<file path="config.mk">
export PLATFORM = sky130hd
export DESIGN_NAME = cc_chan
export DESIGN_NICKNAME = d
export VERILOG_FILES = /design/src/rtl/cc_pkg.sv /design/src/rtl/cc_edge_sync.sv /design/src/rtl/cc_ccr_regs.sv /design/src/rtl/cc_cmp_out.sv /design/src/rtl/cc_chan.sv
export SDC_FILE = /design/constraint.sdc
export NUM_CORES = 1
export LEC_CHECK = 0
export BUFFER_PORTS_ARGS = -buffer_cell sky130_fd_sc_hd__buf_4
export CORE_ASPECT_RATIO = 1.75
export CORE_MARGIN = 3
export CORE_UTILIZATION = 50
export DETAILED_ROUTE_END_ITERATION = 8
export PLACE_DENSITY = 0.78
export SLEW_MARGIN = 20
export SYNTH_ARGS = -nofsm -noshare
export SYNTH_HDL_FRONTEND = slang
export SYNTH_SLANG_ARGS = --single-unit
</file>
<file path="constraint.sdc">
create_clock -name clk_i -period 2.1 [get_ports clk_i]
set_input_delay 0.21 -clock clk_i [delete_from_list [all_inputs] [get_ports clk_i]]
set_output_delay 0.21 -clock clk_i [all_outputs]
set_load 0.01 [all_outputs]
</file>
<file path="src/rtl/cc_pkg.sv">
package cc_pkg;
  typedef enum logic {
    CC_OUT = 1'b0,
    CC_IN  = 1'b1
  } cc_mode_e;
endpackage

</file>
<file path="src/rtl/cc_edge_sync.sv">
module cc_edge_sync #(
  parameter int STAGES = 2
) (
  input  logic clk_i,
  input  logic rst_ni,
  input  logic a_i,
  output logic rise_o
);
  logic [STAGES-1:0] sync_q;
  logic              prev_q;

  always_ff @(posedge clk_i or negedge rst_ni) begin
    if (!rst_ni) begin
      sync_q <= '0;
      prev_q <= 1'b0;
    end else begin
      sync_q <= {sync_q[STAGES-2:0], a_i};
      prev_q <= sync_q[STAGES-1];
    end
  end

  assign rise_o = sync_q[STAGES-1] & ~prev_q;

  AST_SYNC_DELAY: assert property (@(posedge clk_i) disable iff (!rst_ni)
    rise_o |-> $past(a_i, 2)) else $error("sync delay");
endmodule

</file>
<file path="src/rtl/cc_ccr_regs.sv">
module cc_ccr_regs
  import cc_pkg::*;
#(
  parameter int W = 16
) (
  input  logic         clk_i,
  input  logic         rst_ni,
  input  cc_mode_e     mode_i,
  input  logic         pre_en_i,
  input  logic         upd_i,
  input  logic         wr_en_i,
  input  logic [W-1:0] wr_data_i,
  input  logic         rd_en_i,
  input  logic         cap_ev_i,
  input  logic [W-1:0] cnt_i,
  output logic [W-1:0] ccr_o,
  output logic [W-1:0] act_o,
  output logic         cap_flag_o,
  output logic         ovr_flag_o
);
  logic [W-1:0] ccr_q, act_q;
  logic         flag_q, ovr_q;
  logic         out_mode, cap_ev;

  assign out_mode = (mode_i == CC_OUT);
  assign cap_ev   = cap_ev_i & ~out_mode;

  always_ff @(posedge clk_i or negedge rst_ni) begin
    if (!rst_ni) begin
      ccr_q <= '0;
      act_q <= '0;
    end else if (out_mode) begin
      if (wr_en_i) ccr_q <= wr_data_i;
      if (!pre_en_i && wr_en_i) act_q <= wr_data_i;
      else if (pre_en_i && upd_i) act_q <= wr_en_i ? wr_data_i : ccr_q;
    end else if (cap_ev) begin
      ccr_q <= cnt_i;
    end
  end

  always_ff @(posedge clk_i or negedge rst_ni) begin
    if (!rst_ni) begin
      flag_q <= 1'b0;
      ovr_q  <= 1'b0;
    end else if (cap_ev) begin
      flag_q <= 1'b1;
      if (flag_q) ovr_q <= 1'b1;
    end else if (rd_en_i) begin
      flag_q <= 1'b0;
      ovr_q  <= 1'b0;
    end
  end

  assign ccr_o      = ccr_q;
  assign act_o      = act_q;
  assign cap_flag_o = flag_q;
  assign ovr_flag_o = ovr_q;

  AST_DIRECT_LOAD: assert property (@(posedge clk_i) disable iff (!rst_ni)
    (out_mode && !pre_en_i && wr_en_i) |=> act_q == $past(wr_data_i)) else $error("direct");
  AST_PRE_HOLD: assert property (@(posedge clk_i) disable iff (!rst_ni)
    (out_mode && pre_en_i && !upd_i) |=> $stable(act_q)) else $error("hold");
  AST_CAP_LATCH: assert property (@(posedge clk_i) disable iff (!rst_ni)
    cap_ev |=> ccr_q == $past(cnt_i)) else $error("latch");
  AST_IN_WR_IGN: assert property (@(posedge clk_i) disable iff (!rst_ni)
    (!out_mode && !cap_ev) |=> $stable(ccr_q)) else $error("wr ign");
  AST_FLAG_CLR: assert property (@(posedge clk_i) disable iff (!rst_ni)
    (rd_en_i && !cap_ev) |=> !flag_q && !ovr_q) else $error("clr");
  AST_OVR_SET: assert property (@(posedge clk_i) disable iff (!rst_ni)
    (cap_ev && flag_q) |=> ovr_q) else $error("ovr");
endmodule

</file>
<file path="src/rtl/cc_cmp_out.sv">
module cc_cmp_out
  import cc_pkg::*;
#(
  parameter int W = 16
) (
  input  cc_mode_e     mode_i,
  input  logic [W-1:0] cnt_i,
  input  logic [W-1:0] act_i,
  output logic         oc_o
);
  always_comb begin
    oc_o = 1'b0;
    if (mode_i == CC_OUT) oc_o = (cnt_i < act_i);
  end

  always_comb begin
    if (mode_i == CC_IN) AST_OC_IN_LOW: assert (!oc_o);
  end
endmodule

</file>
<file path="src/rtl/cc_chan.sv">
module cc_chan
  import cc_pkg::*;
#(
  parameter int W        = 16,
  parameter int SYNC_STG = 2
) (
  input  logic         clk_i,
  input  logic         rst_ni,
  input  logic [W-1:0] cnt_i,
  input  logic         upd_i,
  input  logic         mode_i,
  input  logic         pre_en_i,
  input  logic         wr_en_i,
  input  logic [W-1:0] wr_data_i,
  input  logic         rd_en_i,
  output logic [W-1:0] rd_data_o,
  input  logic         cap_i,
  output logic         oc_o,
  output logic         cap_flag_o,
  output logic         ovr_flag_o
);
  cc_mode_e     mode;
  logic         rise;
  logic [W-1:0] act;

  assign mode = cc_mode_e'(mode_i);

  cc_edge_sync #(.STAGES(SYNC_STG)) u_sync (
    .clk_i (clk_i),
    .rst_ni(rst_ni),
    .a_i   (cap_i),
    .rise_o(rise)
  );

  cc_ccr_regs #(.W(W)) u_regs (
    .clk_i     (clk_i),
    .rst_ni    (rst_ni),
    .mode_i    (mode),
    .pre_en_i  (pre_en_i),
    .upd_i     (upd_i),
    .wr_en_i   (wr_en_i),
    .wr_data_i (wr_data_i),
    .rd_en_i   (rd_en_i),
    .cap_ev_i  (rise),
    .cnt_i     (cnt_i),
    .ccr_o     (rd_data_o),
    .act_o     (act),
    .cap_flag_o(cap_flag_o),
    .ovr_flag_o(ovr_flag_o)
  );

  cc_cmp_out #(.W(W)) u_cmp (
    .mode_i(mode),
    .cnt_i (cnt_i),
    .act_i (act),
    .oc_o  (oc_o)
  );
endmodule

</file>
==> results of run 1 <==
==> flip-flops by register name, summed over array words and instances (netlist names) <==
register           flops
u_regs.act_o          16
u_regs.cap_flag_o      1
u_regs.ccr_o          16
u_regs.ovr_flag_o      1
u_sync.prev_q          1
u_sync.sync_q          2
==> area by class of cell <==
class                           count  area share, %
Inverter                           17           2.39
Sequential cell                    37           34.6
Tap cell                           48           2.25
Timing Repair Buffer               66           18.8
Clock buffer                        7           3.23
Multi-Input combinational cell    124           38.8
==> power by group through the flow <==
stage / clock network, mW / registers (mW) / logic [mW]
after floorplan: 0 / 0.940 / 0.312
after global placement: 0 / 0.920 / 0.567
after detailed placement: 0 / 0.925 / 0.579
after CTS: 0.501 / 0.912 / 0.622
after global routing: 0.522 / 0.928 / 0.719
final: 0.487 / 0.913 / 0.629
==> path summary, 6_finish.rpt <==
check / start / to / slack, ns / cells past startpoint
max reg2reg: u_sync.prev_q / u_regs.ccr_o[15] / 0.94 / 4
min in group asynchronous: rst_ni / u_regs.ccr_o[4] / 0.43 / 2
max: u_regs.act_o[7] / oc_o / -0.03 / 7
min reg2reg: u_sync.sync_q[0] / u_sync.sync_q[1] / 0.36 / 0
min: cap_i / u_sync.sync_q[0] / 0.04 / 1
max in group asynchronous: rst_ni / u_regs.ccr_o[7] / 1.35 / 2
==> cell usage in the layout, fill, tap and decap left out, types with 3 or more instances in the layout <==
master,instances
a21oi_1,22
buf_4,64
clkbuf_8,6
dfrtp_1,37
ha_1,11
ha_4,4
inv_1,16
mux2i_1,49
nand2_1,3
nor2_1,18
o21ai_0,4
==> logic make-up (layout without fill, tap and decap cells) <==
logic type,Yosys count,in the layout
buf+inv,26,90
flops,37,37
simple gates,29,29
compound gates,31,31
fa+ha+maj,15,15
mux,49,49
==> per-stage QoR <==
step / power, mW / TNS [ns]
CTS: 2.04 / -0.0518
finish: 2.03 / -0.0313
global route: 2.17 / -0.135
global placement: 1.49 / 0
detailed placement: 1.50 / 0
floorplan: 1.25 / 0
==> metal layers <==
layer / wire length (µm) / vias up / global-route usage (%)
met2: 2330 / 36 / 34.3
met5: 0 / - / 0
li1: - / 779 / -
met3: 171 / 7 / 3.48
met4: 67 / 0 / 6.24
met1: 1680 / 742 / 22.3
==> repair_timing <==
| action | CTS | global route |
|---|---|---|
| endpoints found under the setup margin | 1 | 1 |
| pin swaps | 2 | 1 |
| resized for setup | 6 | 1 |
| hold endpoints to repair | 37 | 0 |
| hold buffers | 1 | 0 |
| setup buffers | 2 | 2 |
==> flow_metrics.tcl, run 1 <==
set metrics [dict create \
    worst_slew_pin_slew_ns 0.460 \
    synth_top_family_by_area "multiplexers" \
    max_stage_delay_ns 0.46 \
    clock_sink_count 37 \
    cts_tree "yes" \
    synthTopCellsByCount "mux2i_1 (49), dfrtp_1 (37), a21oi_1 (22), nor2_1 (18), inv_1 (17)" \
    synth_edf_count 0 \
    grt_first_pass_wirelength_mm 7.21 \
    syn_area_per_cell_um2 10.8 \
    start_kind "flip-flop" \
    seqCellArea_um2 926 \
    setup_viol 1 \
    initialDrtViolationCount 11 \
    ant_nets 0 \
    pwr-share-comb_pct 31.0 \
    clk_pin_slew_ns 0.07 \
    crit_buf_inv 2 \
    final_cells 299 \
    post-route-util_pct 68.5 \
    antenna_found_initial 0 \
    synth_mux_area_share_pct 24.2 \
    numPortBuffers 58 \
    synthXorXnorAreaFrac_pct 0 \
    synth.area.top_cells "dfrtp_1 (46%), mux2i_1 (24%), ha_1 (9.3%)" \
    start_util_pct 51.9 \
    dp_slack_ns 0.234 \
    fin_area_um2 2680 \
    ys.flop_type "dfrtp_1" \
    row_count 30 \
    grt.total_usage_pct 19.4 \
    routed_wl_mm 4.24 \
    numCtsBuffers 5 \
    netSwitchingPower_uw 599 \
    grt_max_degree 38 \
    path_class "flip-flop to primary output" \
    firstDrtPassIters 4 \
    drv_slew 0 \
    clk_latency_ns 0.28 \
    cts-root-buf "clkbuf_8" \
    status "finished with violations" \
    ir_drop_mv 0.611 \
    cp-end-kind "primary output" \
    yosysTopAreaCell "dfrtp_1" \
    clockBufferDepth 2 \
    syn_area_um2 2030 \
    pwr-share-clk_pct 24.0 \
    synth-seq-cells 37 \
    vias 1564 \
    fillCellCount 343 \
    area_growth_syn_to_layout_pct 32.0 \
    hold_ws_ns 0.0389 \
    cp_max_fo 3 \
    fin_crit_sh_pct 101 \
    multi_input_area_um2 1040 \
    fmax_ghz 0.469 \
    io_pins 59 \
    fin_skew_ns 0.00158 \
    cp_top_family "simple AND/OR/NAND/NOR gates" \
    fp.dieW_um 54.1 \
    wire_per_inst_um 14.2 \
    synthSimpleGateAreaFrac_pct 6.67 \
    ys_seq_area_share_pct 45.7 \
    nets 306 \
    synth_nets 242 \
    p_per_area_nw_per_um2 758 \
    drive_gt1_share_pct 31.5 \
    post-dp-hpwl_mm 3.11 \
    htree_levels 2 \
    grt_overflow 0 \
    internal-power_mw 1.43 \
    setup_ws_ns -0.0313 \
    routabilityCongestion 0.725 \
    coreArea_um2 3900 \
    yosysMostFrequentCell "mux2i_1" \
    slowest_stage "or4_1" \
    rsz0062_at_grt "true" \
    placed_cell_area_um2 2490 \
    vias_per_cell 5.23 \
    finalHoldViolations 0 \
    synth_cells 187 \
    p_seq_share_pct 45.0 \
    dieArea_um2 4880 \
    synth_cell_type_count 21 \
    swShare_pct 29.6 \
    cp_cell_sequence "inv_2 > ha_4 > and4_1 > o21ai_1 > or4_1 > o2111a_1 > buf_6" \
    drc 0 \
    power_leakage_nw 1.36 \
    yosysTopAreaCellShare_pct 45.7 \
    min_period_ns 2.13 \
    yosys_warnings 0 \
    synth-compound-area-share_pct 8.33 \
    yosys.area_share.adder_pct 9.26 \
    cp.required_ns 1.89 \
    hold_path.class "primary input to flip-flop" \
    grt_pass1_vias 1623 \
    dieHeight_um 90.2 \
    antenna_cells 0 \
    placed_cells 287 \
    synthArstFlopShare_pct 100 \
    violations "setup timing" \
    maxCapViolations 0 \
    slew_headroom_pct 69.4 \
    critPathArrivalTime_ns 1.92 \
]
Power figures use the tool's default switching activity.
==> run 2: changes to the inputs <==
Settings changed: ABC_AREA set to 1, SETUP_SLACK_MARGIN set to 0.4.
==> run 2 against run 1 <==
Net effect: worst hold slack worse by 0.0076 ns; via count up 21%; register-to-register slack worse by 0.18 ns; routed wire length up 18%; synthesized cell count grew 37%; flip-flop and latch count stayed put; sequential share of layout area shrank 0.94 points; die area grew 3.1%; the run now ends clean; fmax is 17% higher; setup slack gained 0.31 ns.
==> flow_metrics.tcl, run 2 <==
set metrics [dict create \
    status "complete, no violations" \
    synth.area.top_cells "dfrtp_1 (44%), nand2_1 (15%), ha_1 (9.0%)" \
    fmax_ghz 0.549 \
    min_path_cells 1 \
    fin_area_um2 2750 \
    final_cell_mix "nand2_1 (81), buf_4 (61), dfrtp_1 (37), inv_1 (34), o21ai_0 (20)" \
    vias 1897 \
    setup_viol 0 \
    nets 371 \
    numCtsBuffers 5 \
    coreArea_um2 3940 \
    syn_area_um2 2100 \
    io_pins 59 \
    min_delay_worst_endpoint "u_sync.sync_q[0]" \
    cp.required_ns 1.89 \
    fin_crit_sh_pct 86.7 \
    routed_wl_mm 4.99 \
    placed_cell_area_um2 2540 \
    rsz0062_at_grt "true" \
    synth-seq-cells 37 \
    final_common_cell "nand2_1" \
    p_per_area_nw_per_um2 710 \
    ir_drop_mv 0.575 \
    reg2reg_depth 5 \
    synth-compound-area-share_pct 18.9 \
    antenna_found_initial 0 \
    drive_gt1_share_pct 33.1 \
    maxCapViolations 0 \
    multi_input_area_um2 1050 \
    synth_top_family_by_area "compound AO/OA/AOI/OAI gates" \
    synthSimpleGateAreaFrac_pct 17.2 \
    post-route-util_pct 69.8 \
    synth_mux_area_share_pct 0 \
    final_cells 365 \
    cp_max_fo 2 \
    area_growth_syn_to_layout_pct 31.2 \
    r2r_slack_ns 0.76 \
    fin_skew_ns 0.00430 \
    synth_edf_count 0 \
    fillCellCount 336 \
    fp.dieW_um 54.9 \
    reg2reg_from "u_sync.prev_q" \
    grt_overflow 0 \
    grt_pass1_vias 1804 \
    clk_latency_ns 0.30 \
    wire_per_inst_um 13.7 \
    slew_headroom_pct 54.4 \
    critPathArrivalTime_ns 1.61 \
    dieArea_um2 5030 \
    ys_seq_area_share_pct 44.2 \
    ant_nets 0 \
    htree_levels 2 \
    numPortBuffers 58 \
    syn_area_per_cell_um2 8.19 \
    r2r_end "u_regs.ccr_o[3]" \
    dieHeight_um 91.6 \
    start_util_pct 53.2 \
    crit_start "u_regs.act_o[9]" \
    min_from "cap_i" \
    path_class "flip-flop to primary output" \
    antenna_cells 0 \
    fin_total_pwr_mw 1.95 \
    synth_cell_type_count 24 \
    cts_tree "yes" \
    power_leakage_nw 1.37 \
    row_count 30 \
    vias_per_cell 5.20 \
    grt_max_degree 38 \
    finalHoldViolations 0 \
    yosys_warnings 0 \
    yosysTopAreaCell "dfrtp_1" \
    synth_nets 311 \
    worst_slew_pin_slew_ns 0.682 \
    ys.flop_type "dfrtp_1" \
    min_period_ns 1.82 \
    initialDrtViolationCount 47 \
    drv_slew 0 \
    clk_pin_slew_ns 0.08 \
    seqCellArea_um2 926 \
    start_kind "flip-flop" \
    clock_sink_count 37 \
    yosysTopAreaCellShare_pct 44.2 \
    firstDrtPassIters 4 \
    clockBufferDepth 2 \
    synthArstFlopShare_pct 100 \
    post-dp-hpwl_mm 3.45 \
    yosysMostFrequentCell "nand2_1" \
    cts-root-buf "clkbuf_8" \
    hold_path.class "primary input to flip-flop" \
    grt.total_usage_pct 21.6 \
    yosys.area_share.adder_pct 8.96 \
    grt_first_pass_wirelength_mm 7.91 \
    cp-end-kind "primary output" \
    setup_tns_ns 0 \
    synthXorXnorAreaFrac_pct 0 \
    synth_cells 256 \
    placed_cells 355 \
    drc 0 \
    synthTopCellsByCount "nand2_1 (84), inv_1 (42), dfrtp_1 (37), o21ai_0 (21)" \
    routabilityCongestion 0.755 \
]
run 2: cell count changes in the layout (fill, tap and decap cells not counted), sizes merged, moves of 4 or more:
cell and delta:
nand2 +81, mux2i -49, o21ai +30, inv +26
a21oi -16, o211ai +15, nor2 -14, buf -4
run 2: where the power goes:
part / total [mW] / switching (mW) / leakage (nW) / internal (mW)
Combinational: 0.604 / 0.331 / 0.862 / 0.274
Clock: 0.499 / 0.270 / 0.0439 / 0.229
Sequential: 0.850 / 0.0424 / 0.464 / 0.808
run 2: how the worst max path moves through the flow:
| stage | end | slack (ns) | cells past startpoint |
|---|---|---|---|
| floorplan | oc_o | 0.71 | 7 |
| global placement | oc_o | 0.58 | 8 |
| detailed placement | oc_o | 0.56 | 8 |
| CTS | oc_o | 0.29 | 10 |
| global route | oc_o | 0.19 | 8 |
| finish | oc_o | 0.28 | 6 |
run 2: cells by family (layout without fill, tap and decap cells):
kind of cell    after synthesis  in the layout
compound gates               59             59
fa+ha+maj                    15             15
buf+inv                      52            113
flops                        37             37
simple gates                 93             93
run 2: routing by layer:
metal | GRT usage [%] | vias to the layer above | share of wire (%)
li1 | - | 940 | -
met1 | 26.1 | 898 | 41
met3 | 5.53 | 6 | 5.4
met4 | 8.52 | 0 | 1.7
met2 | 35.3 | 53 | 52
met5 | 0 | - | 0
run 2: metrics by stage:
step	hold slack, ns	setup slack (ns)
floorplan	-0.0856	0.711
global placement	0.210	0.583
detailed placement	0.202	0.556
CTS	0.0246	0.291
global route	0.00774	0.186
finish	0.0313	0.278
run 2: area by class of cell:
class | instances | share of cell area (%)
inverter | 43 | 5.87
tap | 48 | 2.18
clock inverter | 3 | 0.637
clock buffer | 5 | 2.50
sequential | 37 | 33.7
timing repair buffer | 62 | 17.0
multi-input combinational | 167 | 38.1
run 2: critical path: stages (launching register included):
cell	delay, ns
dfrtp_1	0.35
inv_2	0.04
ha_1	0.30
nand2_1	0.10
nor4_4	0.29
a21oi_2	0.08
buf_4	0.15
run 2: timing repair:
| item | in CTS | in global routing |
|---|---|---|
| hold buffers | 1 | 0 |
| endpoints found under the hold margin | 37 | 0 |
| resized for setup | 10 | 14 |
| setup buffers | 0 | 1 |
| pin swaps | 4 | 6 |
| endpoints found under the setup margin | 1 | 1 |
==> run 3: changes to the inputs <==
Settings changed: CORE_UTILIZATION 50 to 40, PLACE_DENSITY 0.78 to 0.65, REMOVE_ABC_BUFFERS set to 1.
==> run 3 against run 2 <==
Net effect: die area up 23%; register-to-register slack better by 0.02 ns; cell area up 0.18%; via count down 2.5%; flip-flop and latch count unchanged; setup slack better by 0.062 ns; critical path type unchanged; routed wire length down 2.1%; cell count up 1.1%; largest power group unchanged; critical endpoint unchanged; critical path depth up 2; fmax up 3.5%; clock-buffer cell count up 2; sequential share of layout area down 0.061 points.
==> flow_metrics.tcl, run 3 (synthesized netlist as in run 2, its figures left out) <==
set metrics [dict create \
    post-route-util_pct 54.9 \
    routed_wl_mm 4.88 \
    final_common_cell "nand2_1" \
    cp-end-kind "primary output" \
    routabilityCongestion 0.731 \
    seqCellArea_um2 926 \
    power_leakage_nw 1.37 \
    dieHeight_um 102 \
    grt_max_degree 38 \
    grt_overflow 0 \
    grt_first_pass_wirelength_mm 8.13 \
    fin_crit_sh_pct 83.8 \
    fmax_ghz 0.568 \
    final_cell_mix "nand2_1 (79), buf_4 (60), dfrtp_1 (37), inv_1 (33), o21ai_0 (21)" \
    htree_levels 2 \
    status "complete, no violations" \
    row_count 34 \
    vias_per_cell 5.01 \
    wire_per_inst_um 13.2 \
    fp.dieW_um 60.7 \
    cp.required_ns 1.89 \
    maxCapViolations 0 \
    antenna_cells 0 \
    ir_drop_mv 0.459 \
    fin_area_um2 2760 \
    r2r_slack_ns 0.78 \
    multi_input_area_um2 1050 \
    slowest_stage "dfrtp_1" \
    clockBufferDepth 2 \
    fin_skew_ns 0.00318 \
    dieArea_um2 6180 \
    hold_path.class "primary input to flip-flop" \
    slew_headroom_pct 56.4 \
    post-dp-hpwl_mm 3.46 \
    vias 1849 \
    numPortBuffers 58 \
    coreArea_um2 5020 \
    drive_gt1_share_pct 33.3 \
    placed_cell_area_um2 2550 \
    ant_nets 0 \
    p_per_area_nw_per_um2 708 \
    min_period_ns 1.76 \
    grt.total_usage_pct 17.4 \
    start_util_pct 41.7 \
    cts_tree "yes" \
    clk_pin_slew_ns 0.07 \
    io_pins 59 \
    nets 370 \
    path_class "flip-flop to primary output" \
    start_kind "flip-flop" \
    fillCellCount 496 \
    rsz0062_at_grt "true" \
    max_stage_delay_ns 0.37 \
    antenna_found_initial 0 \
    initialDrtViolationCount 70 \
    setup_viol 0 \
    cts-root-buf "clkbuf_8" \
    cp_cell_sequence "inv_2 > ha_4 > nand2_1 > inv_1 > nor3_2 > nand2_2 > a21oi_2 > buf_4" \
    firstDrtPassIters 4 \
    grt_pass1_vias 1765 \
    clk_latency_ns 0.28 \
    drc 0 \
    finalHoldViolations 0 \
    dp_slack_ns 0.562 \
    clock_sink_count 37 \
    critPathArrivalTime_ns 1.55 \
    setup_ws_ns 0.340 \
    setup_tns_ns 0 \
    worst_slew_pin_slew_ns 0.652 \
    numCtsBuffers 5 \
    drv_slew 0 \
    cp_max_fo 2 \
    area_growth_syn_to_layout_pct 31.5 \
]
[run 3: per-layer routing]
metal / track usage [%] / part of all wire, % / up-vias
li1: - / - / 935
met1: 20.7 / 40 / 867
met2: 30.5 / 54 / 41
met3: 2.81 / 4.1 / 6
met4: 6.01 / 1.8 / 0
met5: 0 / 0 / -
[run 3: final timing paths]
check                                 start          endpoint  cells after the start
min in group asynchronous            rst_ni  u_sync.sync_q[1]                      2
setup / recovery            u_regs.act_o[7]              oc_o                      8
hold reg to reg            u_sync.sync_q[0]  u_sync.sync_q[1]                      0
setup reg to reg              u_sync.prev_q   u_regs.ccr_o[9]                      5
hold / removal                        cap_i  u_sync.sync_q[0]                      1
max in group asynchronous            rst_ni   u_regs.act_o[7]                      2
[run 3: cell type report]
| type | instances | share of cell area, % |
|---|---|---|
| flip-flops and latches | 37 | 33.6 |
| repair buffers | 61 | 16.7 |
| multi-input cells | 167 | 38.2 |
| inverters | 43 | 5.86 |
| clock buffers | 7 | 3.13 |
| well taps | 54 | 2.45 |
[run 3: per-stage QoR]
stage / std cells / total power, mW / hold slack, ns
after floorplan: 247 / 1.16 / -0.0856
after detailed placement: 361 / 1.39 / 0.211
after global routing: 369 / 2.09 / 0.0179
final: 369 / 1.95 / 0.0317
after global placement: 361 / 1.38 / 0.209
after CTS: 369 / 1.92 / 0.0228
[run 3: critical path: cells and delay by family (launching register included)]
| family | cells | cell delay [ns] |
|---|---|---|
| flops | 1 | 0.37 |
| simple gates | 3 | 0.32 |
| buf+inv | 3 | 0.25 |
| fa+ha+maj | 1 | 0.20 |
| compound gates | 1 | 0.12 |
[run 3: report_power, final]
group          internal [mW]  total, mW  switching (mW)
clock network          0.260      0.496           0.236
registers              0.808      0.851          0.0420
logic                  0.276      0.603           0.326
[run 3: repair_timing]
action | in CTS | in global routing
setup buffers | 0 | 0
cloned | 0 | 0
pin swaps | 4 | 4
endpoints found under the setup margin | 1 | 1
endpoints found under the hold margin | 37 | 0
gates resized for setup | 6 | 20
hold buffers | 1 | 0
